**config.mk**
```make
export PLATFORM = sky130hd
export DESIGN_NAME = dual_slot_rs
export DESIGN_NICKNAME = d
export VERILOG_FILES = /design/src/rtl/rs_pkg.sv /design/src/rtl/rs_slot.sv /design/src/rtl/rs_pick.sv /design/src/rtl/rs_alu.sv /design/src/rtl/dual_slot_rs.sv
export SDC_FILE = /design/constraint.sdc
export NUM_CORES = 1
export LEC_CHECK = 0
export BUFFER_PORTS_ARGS = -buffer_cell sky130_fd_sc_hd__buf_2
export CORE_MARGIN = 5
export CORE_UTILIZATION = 50
export CTS_BUF_LIST = sky130_fd_sc_hd__clkbuf_8 sky130_fd_sc_hd__clkbuf_16
export CTS_CLUSTER_DIAMETER = 150
export DETAILED_ROUTE_END_ITERATION = 10
export HOLD_SLACK_MARGIN = 0.05
export PLACE_DENSITY = 0.73
export SLEW_MARGIN = 40
export SYNTH_ARGS = -nofsm -noshare
export SYNTH_HDL_FRONTEND = slang
export SYNTH_HIERARCHICAL = 1
export SYNTH_SLANG_ARGS = --single-unit
```
**constraint.sdc**
```tcl
create_clock -name clk -period 4.1 [get_ports clk]
set_clock_uncertainty 0.2 [all_clocks]
set_input_delay 0.205 -clock clk [delete_from_list [all_inputs] [get_ports clk]]
set_output_delay 0.205 -clock clk [all_outputs]
set_load 0.01 [all_outputs]
```
**src/rtl/rs_pkg.sv**
```systemverilog
// Shared definitions for the dual-slot reservation station.
// Assumes 4-bit opcodes; encodings below are the station's contract with dispatch.
package rs_pkg;
    typedef enum logic {
        KIND_BRANCH = 1'b0,
        KIND_MEMORY = 1'b1
    } rs_kind_e;

    localparam logic [3:0] OP_ADD  = 4'd0;
    localparam logic [3:0] OP_SUB  = 4'd1;
    localparam logic [3:0] OP_AND  = 4'd2;
    localparam logic [3:0] OP_OR   = 4'd3;
    localparam logic [3:0] OP_MOVI = 4'd4;
    localparam logic [3:0] OP_XOR  = 4'd5;
    localparam logic [3:0] OP_ADDI = 4'd6;
    localparam logic [3:0] OP_BEQ  = 4'd8;
    localparam logic [3:0] OP_BNE  = 4'd9;
    localparam logic [3:0] OP_STORE = 4'd11;
endpackage

```
**src/rtl/rs_slot.sv**
```systemverilog
// Single-entry operation slot.
// Holds a packed payload and a valid bit. It accepts a load only while empty,
// and it empties when the selector takes it. Assumes take is only raised while valid.
module rs_slot #(
    parameter int PAY_W = 52
) (
    input  logic             clk,
    input  logic             rst_n,
    input  logic             load,
    input  logic [PAY_W-1:0] pay_in,
    input  logic             take,
    output logic             valid,
    output logic [PAY_W-1:0] pay_q
);
    // Purpose: track occupancy and capture the payload on an accepted load.
    always_ff @(posedge clk) begin
        if (!rst_n) begin
            valid <= 1'b0;
            pay_q <= '0;
        end else if (take) begin
            valid <= 1'b0;
        end else if (load && !valid) begin
            valid <= 1'b1;
            pay_q <= pay_in;
        end
    end

    // a taken slot is empty afterwards
    p_take_frees_r4: assert property (@(posedge clk) disable iff (!rst_n)
        take |=> !valid);

    // a full slot that is not taken keeps its contents
    p_full_holds_r2: assert property (@(posedge clk) disable iff (!rst_n)
        (valid && !take) |=> (valid && $stable(pay_q)));
endmodule

```
**src/rtl/rs_pick.sv**
```systemverilog
// Fixed-priority selector: the special slot wins over the general slot.
// Assumes both valid inputs come straight from the slot registers.
module rs_pick (
    input  logic clk,
    input  logic rst_n,
    input  logic spc_valid,
    input  logic gen_valid,
    output logic take_spc,
    output logic take_gen
);
    // Purpose: grant at most one slot per cycle, priority slot first.
    always_comb begin
        take_spc = spc_valid;
        take_gen = gen_valid && !spc_valid;
    end

    // at most one grant per cycle
    p_one_grant_r4: assert property (@(posedge clk) disable iff (!rst_n)
        $onehot0({take_spc, take_gen}));
endmodule

```
**src/rtl/rs_alu.sv**
```systemverilog
// Combinational evaluation for both slots of a station.
// The general path covers a small register-operation set. The special path
// computes both the branch and the memory result, and SPC_KIND picks which one
// leaves. Assumes the immediate is two's complement.
module rs_alu #(
    parameter int              DATA_W   = 16,
    parameter int              IMM_W    = 12,
    parameter int              OP_W     = 4,
    parameter rs_pkg::rs_kind_e SPC_KIND = rs_pkg::KIND_BRANCH
) (
    input  logic [OP_W-1:0]   g_op,
    input  logic [DATA_W-1:0] g_a,
    input  logic [DATA_W-1:0] g_b,
    input  logic [IMM_W-1:0]  g_imm,
    input  logic [OP_W-1:0]   s_op,
    input  logic [DATA_W-1:0] s_a,
    input  logic [DATA_W-1:0] s_b,
    input  logic [IMM_W-1:0]  s_imm,
    output logic [DATA_W-1:0] g_res,
    output logic              s_flag,
    output logic [DATA_W-1:0] s_addr
);
    import rs_pkg::*;

    localparam int EXT_W = DATA_W - IMM_W;

    logic [DATA_W-1:0] g_ext;
    logic [DATA_W-1:0] s_ext;
    logic              br_taken;
    logic              mem_store;
    logic [DATA_W-1:0] mem_addr;

    // Purpose: sign-extend both immediates.
    always_comb begin
        g_ext = {{EXT_W{g_imm[IMM_W-1]}}, g_imm};
        s_ext = {{EXT_W{s_imm[IMM_W-1]}}, s_imm};
    end

    // Purpose: general register-operation result.
    always_comb begin
        case (g_op)
            OP_ADD:  g_res = g_a + g_b;
            OP_SUB:  g_res = g_a - g_b;
            OP_AND:  g_res = g_a & g_b;
            OP_OR:   g_res = g_a | g_b;
            OP_MOVI: g_res = g_ext;
            OP_XOR:  g_res = g_a ^ g_b;
            OP_ADDI: g_res = g_a + g_ext;
            default: g_res = '0;
        endcase
    end

    // Purpose: branch decision and memory address candidates.
    always_comb begin
        br_taken  = ((s_op == OP_BEQ) && (s_a == s_b)) ||
                    ((s_op == OP_BNE) && (s_a != s_b));
        mem_store = (s_op == OP_STORE);
        mem_addr  = s_a + s_ext;
    end

    // Purpose: route the variant chosen by SPC_KIND to the side result.
    generate
        if (SPC_KIND == KIND_MEMORY) begin : g_mem
            always_comb begin
                s_flag = mem_store;
                s_addr = mem_addr;
            end
        end else begin : g_br
            logic unused_mem;
            always_comb begin
                s_flag     = br_taken;
                s_addr     = s_ext;
                unused_mem = mem_store ^ (^mem_addr);
            end
        end
    endgenerate
endmodule

```
**src/rtl/dual_slot_rs.sv**
```systemverilog
// Reservation station with a priority slot and a general slot feeding one ALU.
// Each cycle it executes the priority operation if present, otherwise the general
// one. Results are registered: general results go to the writeback bus, special
// results to the side channel. Assumes dispatch loads a slot only while its ready
// output is high; loads at other times are dropped.
module dual_slot_rs #(
    parameter int               DATA_W   = 16,
    parameter int               IMM_W    = 12,
    parameter int               OP_W     = 4,
    parameter int               PTR_W    = 4,
    parameter rs_pkg::rs_kind_e SPC_KIND = rs_pkg::KIND_BRANCH
) (
    input  logic              clk,
    input  logic              rst_n,
    input  logic              spc_load,
    input  logic [OP_W-1:0]   spc_op,
    input  logic [PTR_W-1:0]  spc_dst,
    input  logic [DATA_W-1:0] spc_src1,
    input  logic [DATA_W-1:0] spc_src2,
    input  logic [IMM_W-1:0]  spc_imm,
    output logic              spc_ready,
    input  logic              gen_load,
    input  logic [OP_W-1:0]   gen_op,
    input  logic [PTR_W-1:0]  gen_dst,
    input  logic [DATA_W-1:0] gen_src1,
    input  logic [DATA_W-1:0] gen_src2,
    input  logic [IMM_W-1:0]  gen_imm,
    output logic              gen_ready,
    output logic              wb_valid,
    output logic [PTR_W-1:0]  wb_dst,
    output logic [DATA_W-1:0] wb_data,
    output logic              side_valid,
    output logic [PTR_W-1:0]  side_dst,
    output logic              side_flag,
    output logic [DATA_W-1:0] side_addr
);
    localparam int IMM_LO = 0;
    localparam int SRC2_LO = IMM_LO + IMM_W;
    localparam int SRC1_LO = SRC2_LO + DATA_W;
    localparam int DST_LO = SRC1_LO + DATA_W;
    localparam int OP_LO  = DST_LO + PTR_W;
    localparam int PAY_W  = OP_LO + OP_W;

    logic [PAY_W-1:0] spc_pay_in, gen_pay_in, spc_pay, gen_pay;
    logic             spc_valid, gen_valid, take_spc, take_gen;
    logic [DATA_W-1:0] g_res, s_addr;
    logic              s_flag;

    // Purpose: pack the dispatch fields into slot payloads.
    always_comb begin
        spc_pay_in = {spc_op, spc_dst, spc_src1, spc_src2, spc_imm};
        gen_pay_in = {gen_op, gen_dst, gen_src1, gen_src2, gen_imm};
    end

    rs_slot #(.PAY_W(PAY_W)) u_spc_slot (
        .clk(clk), .rst_n(rst_n), .load(spc_load), .pay_in(spc_pay_in),
        .take(take_spc), .valid(spc_valid), .pay_q(spc_pay)
    );

    rs_slot #(.PAY_W(PAY_W)) u_gen_slot (
        .clk(clk), .rst_n(rst_n), .load(gen_load), .pay_in(gen_pay_in),
        .take(take_gen), .valid(gen_valid), .pay_q(gen_pay)
    );

    rs_pick u_pick (
        .clk(clk), .rst_n(rst_n), .spc_valid(spc_valid), .gen_valid(gen_valid),
        .take_spc(take_spc), .take_gen(take_gen)
    );

    rs_alu #(.DATA_W(DATA_W), .IMM_W(IMM_W), .OP_W(OP_W), .SPC_KIND(SPC_KIND)) u_alu (
        .g_op (gen_pay[OP_LO +: OP_W]),
        .g_a  (gen_pay[SRC1_LO +: DATA_W]),
        .g_b  (gen_pay[SRC2_LO +: DATA_W]),
        .g_imm(gen_pay[IMM_LO +: IMM_W]),
        .s_op (spc_pay[OP_LO +: OP_W]),
        .s_a  (spc_pay[SRC1_LO +: DATA_W]),
        .s_b  (spc_pay[SRC2_LO +: DATA_W]),
        .s_imm(spc_pay[IMM_LO +: IMM_W]),
        .g_res(g_res), .s_flag(s_flag), .s_addr(s_addr)
    );

    // Purpose: slot availability for dispatch.
    always_comb begin
        spc_ready = !spc_valid;
        gen_ready = !gen_valid;
    end

    // Purpose: register the writeback bus and the side channel.
    always_ff @(posedge clk) begin
        if (!rst_n) begin
            wb_valid   <= 1'b0;
            wb_dst     <= '0;
            wb_data    <= '0;
            side_valid <= 1'b0;
            side_dst   <= '0;
            side_flag  <= 1'b0;
            side_addr  <= '0;
        end else begin
            wb_valid   <= take_gen;
            side_valid <= take_spc;
            if (take_gen) begin
                wb_dst  <= gen_pay[DST_LO +: PTR_W];
                wb_data <= g_res;
            end
            if (take_spc) begin
                side_dst  <= spc_pay[DST_LO +: PTR_W];
                side_flag <= s_flag;
                side_addr <= s_addr;
            end
        end
    end

    // a waiting priority operation always produces the next side result
    p_spc_first_r3: assert property (@(posedge clk) disable iff (!rst_n)
        spc_valid |=> side_valid);

    // a general operation alone produces the next writeback
    p_gen_alone_r3: assert property (@(posedge clk) disable iff (!rst_n)
        (gen_valid && !spc_valid) |=> wb_valid);

    // never two results in one cycle
    p_single_result_r4: assert property (@(posedge clk) disable iff (!rst_n)
        !(wb_valid && side_valid));
endmodule

```
Word-level counts from Yosys, hierarchy flattened. Index checks and enable logic that the tools add are counted. W data, S select, Z words.

Register bits after elaboration: 145.

$add $sub $neg: 3. Equality and inequality tests: 10. Mux-type cells: 2. Bitwise operators: 6. Reduce and logical (&&, ||, !) cells: 13.

Operators with widths (number): $pmux W16 S7 (1); $add A16 B16 Y16 (2); $and A16 B16 Y16 (1); $eq A16 B16 Y1 (1); $ne A16 B16 Y1 (1); $or A16 B16 Y16 (1); $sub A16 B16 Y16 (1); $xor A16 B16 Y16 (1); $eq A4 B3 Y1 const B (3); $eq A4 B2 Y1 const B (2); $eq A4 B4 Y1 const B (2); $logic_and A1 B1 Y1 (5); $eq A4 B1 Y1 const B (1); $logic_not A4 Y1 (1); $reduce_and A2 Y1 (2); $reduce_or A2 Y1 (2); $not A1 Y1 (3); $logic_not A1 Y1 (2); $logic_or A1 B1 Y1 (1); $mux W1 (1).

Longest topological paths before layout. Gate-level depths: netlist of run 1.

Depth in word-level cells: 4. Mapped depth: 18. Gate-level depth less buffers: 18.

Modules after synthesis. Netlist of run 1, hierarchy kept.

Modules (own cells, without submodules): rs_slot (times used 2, cells each 230, area an instance 2167.1 um^2); rs_alu (times used 1, cells each 357, area an instance 2537.4 um^2); dual_slot_rs (times used 1, cells each 139, area an instance 1660.3 um^2); rs_pick (times used 1, cells each 2, area an instance 21.3 um^2).

Worst setup path before layout of run 1. Ideal clock, no wire load.

Path kind: flip-flop to flip-flop. Start point: reg u_gen_slot.pay_q[49]. End point: reg wb_data[12]. Library setup time: 116 ps. Arrival: 3187 ps. Data required time: 3784 ps. Path slack: 597 ps. Stages on the path, launching flop included: 16. Path buffers: 0. Clock period less this slack: 3503 ps. Cells stage by stage: dfxtp_1 nand2b_1 or3b_2 nand2_1 o21ai_0 a221o_1 ha_1 o21a_1 o21a_1 nand2_1 a21oi_1 o21ai_0 and4_1 or3_1 mux2i_1 nor2b_1.

Word-level cells in the longest chain between the ends: 2. Elaborated cells between the ends (all ways): 8. Those cells by class: 6 x eq/ne; 1 x mux; 1 x reduce/logical.

RTL lines: start, declared (RTL line rs_slot.sv:13) `output logic [PAY_W-1:0] pay_q`; start signal, assigned (RTL line rs_slot.sv:24) `pay_q <= pay_in;`; $eq A4 B3 Y1, or another cell as far along (RTL line rs_alu.sv:41) `case (g_op)`; $pmux W16 S7 (*) (RTL line rs_alu.sv:41); via g_res[12] (RTL line dual_slot_rs.sv:46) `logic [DATA_W-1:0] g_res, s_addr;`; end signal, assigned (RTL line dual_slot_rs.sv:103) `wb_data <= g_res;`; end, declared (RTL line dual_slot_rs.sv:31) `output logic [DATA_W-1:0] wb_data,`.

The timed path passes the listed nets; every way through them passes the cells marked *. A chain may end at the register's enable or synchronous reset.

Worst setup path after layout of run 1.
Start point: reg u_gen_slot.pay_q[48]. End point: reg wb_data[12].

Same word-level chain as after synthesis.

==> impl_summary.txt, run 1 <==
----------------------------------------------------
[Outcome]
  Outcome ... complete, no violations

[Critical path]
  Req. time, crit path ... 4.21 ns
  Chain of cells forming the critical path ... nand2b_1 > or3b_2 > nand2_1 > o21ai_0 > a221o_1 > ha_1 > o21a_1 > o21a_1 > nand2_1 > a21oi_1 > o21ai_0 > and4_1 > or3_1 > mux2i_1 > nor2b_1
  R2r startpoint ... u_gen_slot/pay_q[48]
  Register-to-Register Path Depth ... 15
  End of the worst register-to-register path ... wb_data[12]
  Worst setup path class ... register to register
  Worst-path cell with the longest stage delay ... sky130_fd_sc_hd__or3b_2
  Crit path launch type ... register
  CP delay by family, top ... simple AND/OR/NAND/NOR gates
  Critical Path AT ... 3.96 ns
  Critical Path Fanout Max ... 8
  Critical path buffers and inverters ... 0
  Setup slack on the worst flop-to-flop path ... 0.25 ns
  Capturing element type of the critical path ... register
  Largest stage delay on the critical path ... 0.55 ns

[GRT]
  Global-route usage over all layers ... 21.7%
  GRT Residual Overflow ... 0
  Vias in the first global route ... 7282
  Number of antenna violations at the first check in global routing ... 0
  Global-route wire length before repair ... 35600 um
  Largest net degree at the start of global routing ... 151

[Yosys]
  Number of enable flip-flop cells after synthesis ... 0
  Synth Net Count ... 1117
  Mean cell area of the mapped netlist ... 8.93 sq um
  FFs w/ async S/R, synth ... 0%
  Register area share after synthesis ... 34.9%
  Flops & latches, synth ... 149
  Distinct cells, synth ... 61
  Netlist area before placement ... 8550 sq um
  Yosys warns ... 6
  Mapped Cells ... 958
  Primary flip-flop cell chosen by synthesis mapping ... sky130_fd_sc_hd__dfxtp_1

[Final layout]
  Fraction of final layout cells sized beyond drive strength 1 ... 18.2%
  Area of combinational cells with multiple inputs ... 4820 sq um
  Storage cell area ... 2990 sq um
  Synth-to-layout area growth ... 26.0%
  Net count reported at finish ... 1336
  Fillers ... 1383
  Inserted Diodes ... 0

[Clock tree]
  Maximum buffer depth of the clock tree ... 2
  Root buffer cell ... sky130_fd_sc_hd__clkbuf_16
  Number of clock buffers inserted by TritonCTS ... 17
  Skew-Pair Late Insertion Delay ... 0.42 ns
  CTS tree ... done
  Clock slew at the register clock pins of the worst setup and hold paths ... 0.07 ns
  Buffers inserted by post-CTS timing repair ... 0
  Sinks on the clock net ... 149
  Number of H-tree levels ... 4

[Floorplanning]
  Starting density of the core ... 51.2%
  Y dimension of the die ... 141 um
  Site row count ... 47
  I/O pin cnt ... 153
  Floorplan Core Area ... 16700 sq um
  Die boundary width ... 141 um
  Total Die Area ... 19800 sq um

[Power and ir drop]
  Max VDD drop ... 286 uV
  Tot Pwr ... 3.88 mW
  PD cells ... 360 nW/um^2
  Leakage power summed over all cells ... 4.65 nW

[Placed design]
  Total of buffers placed on input and output ports ... 152
  Estimated wirelength of the detail-placed design ... 14200 um
  Last weighted congestion value of the routability-driven placer ... 0.931

[Drt]
  Average wire length per cell after detail routing ... 15.5 um
  Detailed-route vias per instance ... 5.24
  Number of search-and-repair iterations in the first detailed-routing pass ... 6
  DRT antenna net count ... 0
  DRC violations left ... 0
  Detailed-route via count ... 7388
  Count of routing violations after the opening detailed-route iteration ... 586
  Final wirelength ... 21800 um

[Hold path]
  Depth of the worst hold-timing path ... 3
  Worst Hold Launch ... rst_n
  Min-Delay Path Class ... primary input to register
  Endpoint of the worst hold-timing path ... u_spc_slot/pay_q[7]

[Flow run]
  MaxCap Viol Count ... 0

[Timing]
  Setup TNS ... 0 ns
  Final period demand of the worst path ... 3.85 ns
  Max-slew violation count ... 0
  Measured slew at the worst slew-check pin ... 0.878 ns
  Final critical-path share of the clock period ... 93.9%
  Final-report setup violation count ... 0
  Number of hold violations in the final report ... 0
  RSZ-0062 raised after global routing ... false
  Fmax ... 0.260 GHz
  Slew headroom ... 41.3%

----------------------------------------------------
[kinds of logic after synthesis]
kind of cell             share of synthesized area, %
AND/OR/NAND/NOR                                  19.6
flip-flops                                       34.9
multiplexers                                     17.2
buffers and inverters                            9.33
AO/OA/AOI/OAI                                    8.44
adder cells (fa/ha/maj)                          7.55
XOR/XNOR                                         2.97
[per-layer routing]
metal / global-route usage, % / up-vias / share of wire (%) / wire, um
met5: 0 / - / 0 / 0
met4: 7.14 / 0 / 2.3 / 492
met3: 4.40 / 39 / 5.5 / 1200
met2: 36.5 / 229 / 48 / 10400
met1: 27.9 / 3447 / 45 / 9740
li1: - / 3673 / - / -
[cell usage in the layout (no fill, tap or decap), drive strengths merged, types with 2 or more instances in the layout]
cell,n
o21bai,2
nand2b,3
clkinvlp,2
and2,3
or3,2
mux2i,147
o21ai,29
a21oi,22
clkbuf,18
xnor2,21
nand3,3
dlygate4sd3,106
o311ai,7
nor3b,5
o2111ai,4
o211ai,7
nand4,9
dfxtp,149
buf,169
nor3,13
a221o,3
nand3b,2
nor4b,4
nand2,240
ha,50
xor2,8
nor4,6
a22oi,7
inv,48
clkinv,3
a21o,6
nor2b,44
nor2,20
o21a,3
and3,2
a221oi,7
[tightest hold or removal path, delay by kind of cell]
family | cells | cell delay (ns)
buffers and inverters | 1 | 0.29
multiplexers | 1 | 0.05
AND/OR/NAND/NOR | 1 | 0.15
[sequential cells by signal, indices dropped and copies added (netlist names)]
| signal | count |
|---|---|
| side_valid | 1 |
| side_flag | 1 |
| u_gen_slot/valid | 1 |
| side_dst | 4 |
| wb_data | 16 |
| u_gen_slot/pay_q | 52 |
| side_addr | 16 |
| wb_dst | 4 |
| u_spc_slot/valid | 1 |
| u_spc_slot/pay_q | 52 |
| wb_valid | 1 |
[what timing repair did]
| item | in CTS | in global routing |
|---|---|---|
| hold endpoints to repair | 106 | 0 |
| hold buffers | 106 | 0 |
| setup endpoints to repair | 0 | 2 |
| gates resized for setup | 0 | 4 |
[power breakdown]
| part | switching [mW] | total, mW | internal, mW |
|---|---|---|---|
| Clock | 0.657 | 1.46 | 0.806 |
| Combinational | 0.397 | 0.780 | 0.383 |
| Sequential | 0.0956 | 1.64 | 1.54 |
[cells in the mapped netlist, drive strengths merged (4+ instances only)]
library cell / count / share of area (%)
nand2: 240 / 11
dfxtp: 149 / 35
mux2i: 147 / 17
buf: 57 / 6.8
ha: 50 / 7.3
nor2b: 44 / 3.3
inv: 39 / 1.7
o21ai: 29 / 1.7
a21oi: 22 / 1.3
xnor2: 21 / 2.2
nor2: 20 / 0.91
clkbuf: 18 / 0.79
nor3: 13 / 0.76
nand4: 9 / 0.66
xor2: 8 / 0.82
a221oi: 7 / 0.72
a22oi: 7 / 0.61
o211ai: 7 / 0.67
o311ai: 7 / 0.72
a21o: 6 / 0.53
nor4: 6 / 0.44
nor3b: 5 / 0.56
nor4b: 4 / 0.76
o2111ai: 4 / 0.41
[final cells by class]
class | count | area share [%]
Clock buffer | 18 | 4.08
Clock inverter | 14 | 1.06
Inverter | 39 | 1.36
Multi-Input combinational cell | 695 | 44.7
Sequential cell | 149 | 27.7
Tap cell | 220 | 2.55
Timing Repair Buffer | 275 | 18.5
[how the worst max path moves through the flow]
stage / from / to / slack [ns] / depth (start not counted)
2_1_floorplan: u_gen_slot/pay_q[49] / wb_data[12] / 0.60 / 15
3_3_place_gp: u_gen_slot/pay_q[49] / wb_data[12] / 0.32 / 15
3_5_place_dp: u_gen_slot/pay_q[49] / wb_data[12] / 0.19 / 15
4_1_cts: u_gen_slot/pay_q[49] / wb_data[12] / 0.16 / 15
5_1_grt: u_gen_slot/pay_q[48] / wb_data[12] / 0.06 / 15
6_report: u_gen_slot/pay_q[48] / wb_data[12] / 0.25 / 15
[metrics by stage]
stage	worst slack (ns)	utilization (%)	cell area, sq um	hold WS, ns	std cells
final	0.252	64.5	10800	0.142	1410
after global placement	0.317	54.5	9100	0.244	1270
after detailed placement	0.191	54.8	9150	0.250	1272
after global routing	0.0606	64.5	10800	0.185	1410
after floorplan	0.597	-	8550	0.133	958
after CTS	0.165	64.5	10800	0.143	1410
Note: power is estimated with default switching activity, not from simulation.
==> run 2, diff against run 1 <==
GPL_TIMING_DRIVEN = 0   (was not set)
==> run 2 against run 1 <==
Highest routed layer unchanged. Via count rose by 3.0%. Critical endpoint is now wb_data[15]. Non-clock buffer count rose by 63. Cell area grew 5.1%.
==> impl_summary.txt, run 2 (synthesis results as in run 1) <==
----------------------------------------------------
[Placed design]
  Total of buffers placed on input and output ports ... 152 (unchanged)
  Placement Cell Area ... 9610 sq um (+5.0%)
  Estimated wirelength of the detail-placed design ... 16900 um (+19%)
  Last weighted congestion value of the routability-driven placer ... 0.924 (-0.83%)

[Clock tree]
  Sinks on the clock net ... 149 (unchanged)
  Number of clock buffers inserted by TritonCTS ... 17 (unchanged)
  Clock slew at the register clock pins of the worst setup and hold paths ... 0.06 ns (about the same)
  Root buffer cell ... sky130_fd_sc_hd__clkbuf_16
  Maximum buffer depth of the clock tree ... 2 (unchanged)
  Number of H-tree levels ... 4 (unchanged)
  CTS tree ... done
  Skew-Pair Late Insertion Delay ... 0.43 ns (about the same)

[Power and ir drop]
  Max VDD drop ... 365 uV (+27%)
  Leakage power summed over all cells ... 4.95 nW (+6.5%)
  PD cells ... 359 nW/um^2 (-0.36%)
  Switching power as a share of total power ... 30.0% (+0.37 points)
  Total internal power ... 2.84 mW (+4.2%)
  Part of the power in combinational logic ... 21.4% (+1.3 points)
  Share of total power in the clock network ... 38.4% (+0.7 points)
  Part of the power in registers ... 40.2% (-2.0 points)
  Switching component of the power ... 1.22 mW (+6.0%)

[Critical path]
  Register-to-Register Path Depth ... 17 (+2)
  Critical Path Fanout Max ... 10 (+2)
  Crit path launch type ... register
  CP delay by family, top ... compound AO/OA/AOI/OAI gates
  Critical Path AT ... 3.99 ns (+0.03 ns)
  Total number of cells along the worst setup path ... 17 (+2)
  Most frequent CP cell ... sky130_fd_sc_hd__o21ai_0
  Critical path buffers and inverters ... 3 (+3)
  Capturing element type of the critical path ... register
  CP startpoint ... u_gen_slot/pay_q[50]
  Worst-path cell with the longest stage delay ... sky130_fd_sc_hd__ha_1
  Worst setup path class ... register to register
  End of the worst register-to-register path ... wb_data[15]
  Setup slack on the worst flop-to-flop path ... 0.22 ns (-0.03 ns)
  Req. time, crit path ... 4.22 ns (about the same)
  Capturing instance or port of the critical path ... wb_data[15]
  R2r startpoint ... u_gen_slot/pay_q[50]
  Chain of cells forming the critical path ... buf_4 > nor2_1 > nand3b_1 > clkbuf_1 > nand2_1 > o21ai_0 > a221o_1 > ha_1 > a21oi_1 > o21ai_0 > o41ai_2 > buf_4 > o21ai_0 > xnor2_1 > o2111ai_2 > mux2i_1 > nor2b_1
  Largest stage delay on the critical path ... 0.36 ns (-0.19 ns)

[Drt]
  Average wire length per cell after detail routing ... 16.3 um (+5.3%)
  DRC violations left ... 0 (unchanged)
  Count of routing violations after the opening detailed-route iteration ... 599 (+2.2%)
  Detailed-route vias per instance ... 5.16 (-1.5%)
  Number of search-and-repair iterations in the first detailed-routing pass ... 5 (-1)
  Detailed-route via count ... 7606 (+3.0%)
  Final wirelength ... 24000 um (+10%)
  DRT antenna net count ... 0 (unchanged)

[Hold path]
  Min-Delay Path Class ... register to register
  Depth of the worst hold-timing path ... 2 (-1)

[Floorplanning]
  Starting density of the core ... 51.2% (unchanged)
  Site row count ... 47 (unchanged)
  I/O pin cnt ... 153 (unchanged)
  Y dimension of the die ... 141 um (unchanged)
  Total Die Area ... 19800 sq um (unchanged)
  Floorplan Core Area ... 16700 sq um (unchanged)
  Die boundary width ... 141 um (unchanged)

[Final layout]
  Synth-to-layout area growth ... 32.4%
  Commonest cells after routing, fill and taps aside ... sky130_fd_sc_hd__nand2_1 (240), sky130_fd_sc_hd__buf_2 (165), sky130_fd_sc_hd__mux2i_1 (147), sky130_fd_sc_hd__dfxtp_1 (147), sky130_fd_sc_hd__dlygate4sd3_1 (107)
  Post-Layout Inst Area ... 11300 sq um (+5.1%)
  Net count reported at finish ... 1399 (+4.7%)
  Leading cell type in the layout, fill and taps excluded ... sky130_fd_sc_hd__nand2_1
  Final core utilization ... 67.8% (+3.3 points)
  Fillers ... 1349 (-2.5%)
  Fraction of final layout cells sized beyond drive strength 1 ... 21.2% (+3.0 points)
  Biggest registers after layout ... u_gen_slot/pay_q x52, u_spc_slot/pay_q x52

[GRT]
  Number of antenna violations at the first check in global routing ... 1 (+1)
  GRT Residual Overflow ... 0 (unchanged)
  Global-route usage over all layers ... 24.1% (+2.4 points)
  Largest net degree at the start of global routing ... 17 (-89%)
  Global-route wire length before repair ... 38300 um (+7.7%)
  Vias in the first global route ... 7570 (+4.0%)

[Outcome]
  Outcome ... complete, no violations

[Timing]
  Fmax ... 0.258 GHz (-0.71%)
  Measured slew at the worst slew-check pin ... 0.747 ns (-0.131 ns)
  Slew headroom ... 49.7% (+8.4 points)
  Max-slew violation count ... 0 (unchanged)
  Final-report setup violation count ... 0 (unchanged)
  Final critical-path share of the clock period ... 94.5% (+0.67 points)
  Final period demand of the worst path ... 3.88 ns (+0.0276 ns)
  Number of hold violations in the final report ... 0 (unchanged)

[Flow run]
  MaxCap Viol Count ... 0 (unchanged)

----------------------------------------------------
==> run 2: changes by cell type in the layout (fill, tap and decap cells not counted), sizes merged, moves of 2 or more <==
cell | previous run | this run
buf | 169 | 212
clkbuf | 18 | 36
clkinvlp | 2 | 4
inv | 48 | 46
==> run 2: worst min path at each step <==
stage	start	end	slack (ns)
global route	u_spc_slot/pay_q[50]	u_spc_slot/pay_q[50]	0.28
detailed placement	u_spc_slot/pay_q[50]	u_spc_slot/pay_q[50]	0.25
floorplan	rst_n	side_addr[15]	0.13
finish	u_spc_slot/pay_q[51]	u_spc_slot/pay_q[51]	0.26
CTS	u_spc_slot/pay_q[45]	u_spc_slot/pay_q[45]	0.26
global placement	u_spc_slot/pay_q[6]	u_spc_slot/pay_q[6]	0.24
==> run 2: stage by stage <==
step                      TNS, ns  total power, mW  instances  hold slack (ns)  setup WS [ns]
after floorplan                 0             2.20        958            0.133          0.597
after global placement    -0.0518             2.41       1330            0.243        -0.0518
after detailed placement   -0.115             2.43       1330            0.248         -0.115
after CTS                       0             4.08       1469            0.259         0.0648
after global routing      -0.0173             4.25       1474            0.278        -0.0173
final                           0             4.06       1474            0.257          0.224
==> run 2: routing by layer <==
metal,track usage [%],up-vias,part of all wire (%)
li1,-,3812,-
met1,31.4,3534,45
met2,39.8,215,47
met3,5.11,45,5.6
met4,8.36,0,2.4
met5,0,-,0
==> run 2: layout make-up <==
type                            count  area [sq um]  area share (%)
Clock inverter                     15           165            1.46
Antenna cell                        1          2.50          0.0221
Timing Repair Buffer              263          1860            16.4
Buffer                             75           654            5.78
Sequential cell                   149          2990            26.4
Clock buffer                       17           425            3.76
Inverter                           39           146            1.29
Multi-Input combinational cell    695          4810            42.5
Tap cell                          220           275            2.43
==> run 2: worst register-to-register path: cells and delay by family (launching register included) <==
family	cells	cell delay (ns)
compound gates	7	1.36
buf+inv	3	0.61
simple gates	4	0.57
fa+ha+maj	1	0.36
flops	1	0.31
xor+xnor	1	0.19
mux	1	0.16
==> run 2: power by group through the flow <==
| stage | clock network [mW] | registers, mW | logic [mW] |
|---|---|---|---|
| 6_report | 1.56 | 1.63 | 0.870 |
| 3_5_place_dp | 0 | 1.66 | 0.769 |
| 3_3_place_gp | 0 | 1.66 | 0.754 |
| 4_1_cts | 1.59 | 1.63 | 0.855 |
| 2_1_floorplan | 0 | 1.64 | 0.561 |
| 5_1_grt | 1.65 | 1.64 | 0.953 |
==> run 2: repair_timing <==
action / CTS / global route
endpoints found under the setup margin: 2 / 5
resized for setup: 1 / 9
hold buffers: 107 / 0
pin swaps: 0 / 2
endpoints found under the hold margin: 109 / 0
buffers inserted: 0 / 4
==> run 3, diff against run 2 <==
CORE_MARGIN = 8   (was 5)
SLEW_MARGIN = not set   (was 40)
clock period = 3.86 ns   (was 4.1 ns; I/O delays follow)
==> run 3 against run 2 <==
Total power up 5.0%. Cell area grew 0.28%. Highest routed layer unchanged. Clock power barely moved. Die area up 8.7%. Combinational power rose by 9.0%. Register-to-register slack got worse by 0.10 ns. Sequential power increased by 6%.
==> impl_summary.txt, run 3 (synthesis results as in run 1) <==
----------------------------------------------------
[Hold path]
  Min-Delay Path Class ... register to register
  Worst Hold Launch ... u_spc_slot/pay_q[49]
  Depth of the worst hold-timing path ... 2 (unchanged)
  Endpoint of the worst hold-timing path ... u_spc_slot/pay_q[49]

[Power and ir drop]
  Part of the power in registers ... 40.6% (+0.4 points)
  Leakage power summed over all cells ... 4.97 nW (+0.32%)
  Total internal power ... 2.98 mW (+4.8%)
  Share of total power in the clock network ... 37.1% (-1.3 points)
  Part of the power in combinational logic ... 22.2% (+0.8 points)
  Max VDD drop ... 310 uV (-15%)
  PD cells ... 376 nW/um^2 (+4.7%)
  Switching component of the power ... 1.28 mW (+5.3%)
  Switching power as a share of total power ... 30.1% (+0.099 points)
  Tot Pwr ... 4.27 mW (+5.0%)

[Clock tree]
  Skew-Pair Late Insertion Delay ... 0.43 ns (about the same)
  Clock slew at the register clock pins of the worst setup and hold paths ... 0.06 ns (about the same)
  CTS tree ... done
  Number of H-tree levels ... 4 (unchanged)
  Number of clock buffers inserted by TritonCTS ... 17 (unchanged)
  Sinks on the clock net ... 149 (unchanged)
  Root buffer cell ... sky130_fd_sc_hd__clkbuf_16
  Maximum buffer depth of the clock tree ... 2 (unchanged)

[Critical path]
  Most frequent CP cell ... sky130_fd_sc_hd__o21ai_0
  Critical Path Fanout Max ... 8 (-2)
  Req. time, crit path ... 4.02 ns (-0.20 ns)
  Capturing element type of the critical path ... register
  Crit path launch type ... register
  CP delay by family, top ... compound AO/OA/AOI/OAI gates
  End of the worst register-to-register path ... wb_data[15]
  R2r startpoint ... u_gen_slot/pay_q[48]
  Worst-path cell with the longest stage delay ... sky130_fd_sc_hd__or3b_2
  Critical path buffers and inverters ... 1 (-2)
  Worst setup path class ... register to register
  Setup slack on the worst flop-to-flop path ... 0.12 ns (-0.10 ns)
  Chain of cells forming the critical path ... nand2b_4 > or3b_2 > nand2_1 > o21ai_0 > a221o_1 > ha_4 > a21oi_1 > o21ai_1 > o41ai_2 > buf_4 > o21ai_0 > xnor2_1 > o2111ai_1 > mux2i_1 > nor2b_1
  Critical Path AT ... 3.89 ns (-0.10 ns)
  Largest stage delay on the critical path ... 0.54 ns (+0.18 ns)
  Register-to-Register Path Depth ... 15 (-2)

[GRT]
  Vias in the first global route ... 7740 (+2.2%)
  Global-route wire length before repair ... 39600 um (+3.5%)
  Number of antenna violations at the first check in global routing ... 2 (+1)
  Global-route usage over all layers ... 22.8% (-1.4 points)
  GRT Residual Overflow ... 0 (unchanged)
  Largest net degree at the start of global routing ... 17 (unchanged)

[Placed design]
  Last weighted congestion value of the routability-driven placer ... 0.893 (-3.4%)
  Estimated wirelength of the detail-placed design ... 17300 um (+2.8%)
  Total of buffers placed on input and output ports ... 152 (unchanged)
  Placement Cell Area ... 9600 sq um (-0.10%)

[Flow run]
  MaxCap Viol Count ... 0 (unchanged)

[Timing]
  Final period demand of the worst path ... 3.74 ns (-0.140 ns)
  Final-report setup violation count ... 0 (unchanged)
  Number of hold violations in the final report ... 0 (unchanged)
  Max-slew violation count ... 0 (unchanged)
  Measured slew at the worst slew-check pin ... 1.27 ns (+0.525 ns)
  Slew headroom ... 14.7% (-35 points)
  Fmax ... 0.268 GHz (+3.7%)
  Final critical-path share of the clock period ... 96.8% (+2.3 points)
  RSZ-0062 raised after global routing ... true

[Final layout]
  Leading cell type in the layout, fill and taps excluded ... sky130_fd_sc_hd__nand2_1
  Net count reported at finish ... 1403 (+0.29%)
  Post-Layout Inst Area ... 11400 sq um (+0.28%)
  Commonest cells after routing, fill and taps aside ... sky130_fd_sc_hd__nand2_1 (240), sky130_fd_sc_hd__buf_2 (165), sky130_fd_sc_hd__mux2i_1 (147), sky130_fd_sc_hd__dfxtp_1 (147), sky130_fd_sc_hd__dlygate4sd3_1 (107)
  Fraction of final layout cells sized beyond drive strength 1 ... 21.5% (+0.25 points)
  Biggest registers after layout ... u_gen_slot/pay_q x52, u_spc_slot/pay_q x52
  Synth-to-layout area growth ... 32.8%

[Floorplanning]
  Floorplan Core Area ... 17000 sq um (+1.8%)
  Site row count ... 48 (+2.1%)
  Die boundary width ... 147 um (+4.3%)
  Starting density of the core ... 50.3% (-0.89 points)
  Y dimension of the die ... 147 um (+4.3%)
  I/O pin cnt ... 153 (unchanged)
  Total Die Area ... 21500 sq um (+8.7%)

[Drt]
  DRT antenna net count ... 0 (unchanged)
  Detailed-route vias per instance ... 5.22 (+1.1%)
  Number of search-and-repair iterations in the first detailed-routing pass ... 7 (+2)
  Count of routing violations after the opening detailed-route iteration ... 554 (-7.5%)
  Detailed-route via count ... 7745 (+1.8%)
  Average wire length per cell after detail routing ... 16.7 um (+2.7%)
  Final wirelength ... 24800 um (+3.4%)
  DRC violations left ... 0 (unchanged)

[Outcome]
  Outcome ... complete, no violations

----------------------------------------------------
run 3: metal layers:
layer	track usage [%]	wire, um	up-vias
met5	0	0	-
met4	9.79	703	0
met3	5.17	1770	56
met2	37.7	11900	237
met1	27.9	10500	3624
li1	-	-	3828
run 3: worst max-delay path by stage:
stage	from	end	slack (ns)	cells after the start
floorplan	u_gen_slot/pay_q[49]	wb_data[12]	0.36	15
global placement	u_gen_slot/pay_q[50]	wb_data[15]	-0.33	15
detailed placement	u_gen_slot/pay_q[51]	wb_data[15]	-0.31	15
CTS	u_gen_slot/pay_q[48]	wb_data[12]	0.02	15
global route	u_gen_slot/pay_q[48]	wb_data[15]	-0.08	15
finish	u_gen_slot/pay_q[48]	wb_data[15]	0.12	15
run 3: repair_timing:
item,CTS,global route
gates resized for setup,6,20
hold buffers,107,0
setup endpoints to repair,5,5
hold endpoints to repair,109,0
setup buffers,2,6
pin swaps,1,3
run 3: metrics by stage:
step	TNS [ns]	utilization (%)	instances	hold WS [ns]	setup slack [ns]
3_3_place_gp	-0.613	56.5	1335	0.242	-0.331
4_1_cts	0	66.2	1476	0.260	0.0245
2_1_floorplan	0	-	958	0.121	0.357
6_report	0	66.8	1484	0.259	0.124
5_1_grt	-0.0920	66.8	1484	0.271	-0.0797
3_5_place_dp	-0.687	56.5	1335	0.248	-0.311
run 3: power groups by stage:
| stage | Clock [mW] | Sequential (mW) | Combinational, mW |
|---|---|---|---|
| 2_1_floorplan | 0 | 1.74 | 0.596 |
| 3_3_place_gp | 0 | 1.76 | 0.801 |
| 3_5_place_dp | 0 | 1.76 | 0.817 |
| 4_1_cts | 1.61 | 1.73 | 0.909 |
| 5_1_grt | 1.68 | 1.75 | 1.03 |
| 6_report | 1.58 | 1.73 | 0.948 |
run 3: layout make-up:
cell class / count / area [sq um]
clock buffers: 18 / 439
well taps: 225 / 282
diodes: 2 / 5.00
inverters: 39 / 146
flip-flops and latches: 149 / 2990
clock inverters: 14 / 116
fillers: 1352 / 5640
plain buffers: 75 / 663
repair buffers: 267 / 1890
multi-input cells: 695 / 4830
run 3: worst register-to-register path: stages (launching register included):
cell and delay [ns]:
sky130_fd_sc_hd__dfxtp_2 0.36, sky130_fd_sc_hd__nand2b_4 0.16, sky130_fd_sc_hd__or3b_2 0.54, sky130_fd_sc_hd__nand2_1 0.16, sky130_fd_sc_hd__o21ai_0 0.10, sky130_fd_sc_hd__a221o_1 0.37, sky130_fd_sc_hd__ha_4 0.26, sky130_fd_sc_hd__a21oi_1 0.15
sky130_fd_sc_hd__o21ai_1 0.12, sky130_fd_sc_hd__o41ai_2 0.36, sky130_fd_sc_hd__buf_4 0.18, sky130_fd_sc_hd__o21ai_0 0.11, sky130_fd_sc_hd__xnor2_1 0.14, sky130_fd_sc_hd__o2111ai_1 0.24, sky130_fd_sc_hd__mux2i_1 0.11, sky130_fd_sc_hd__nor2b_1 0.11
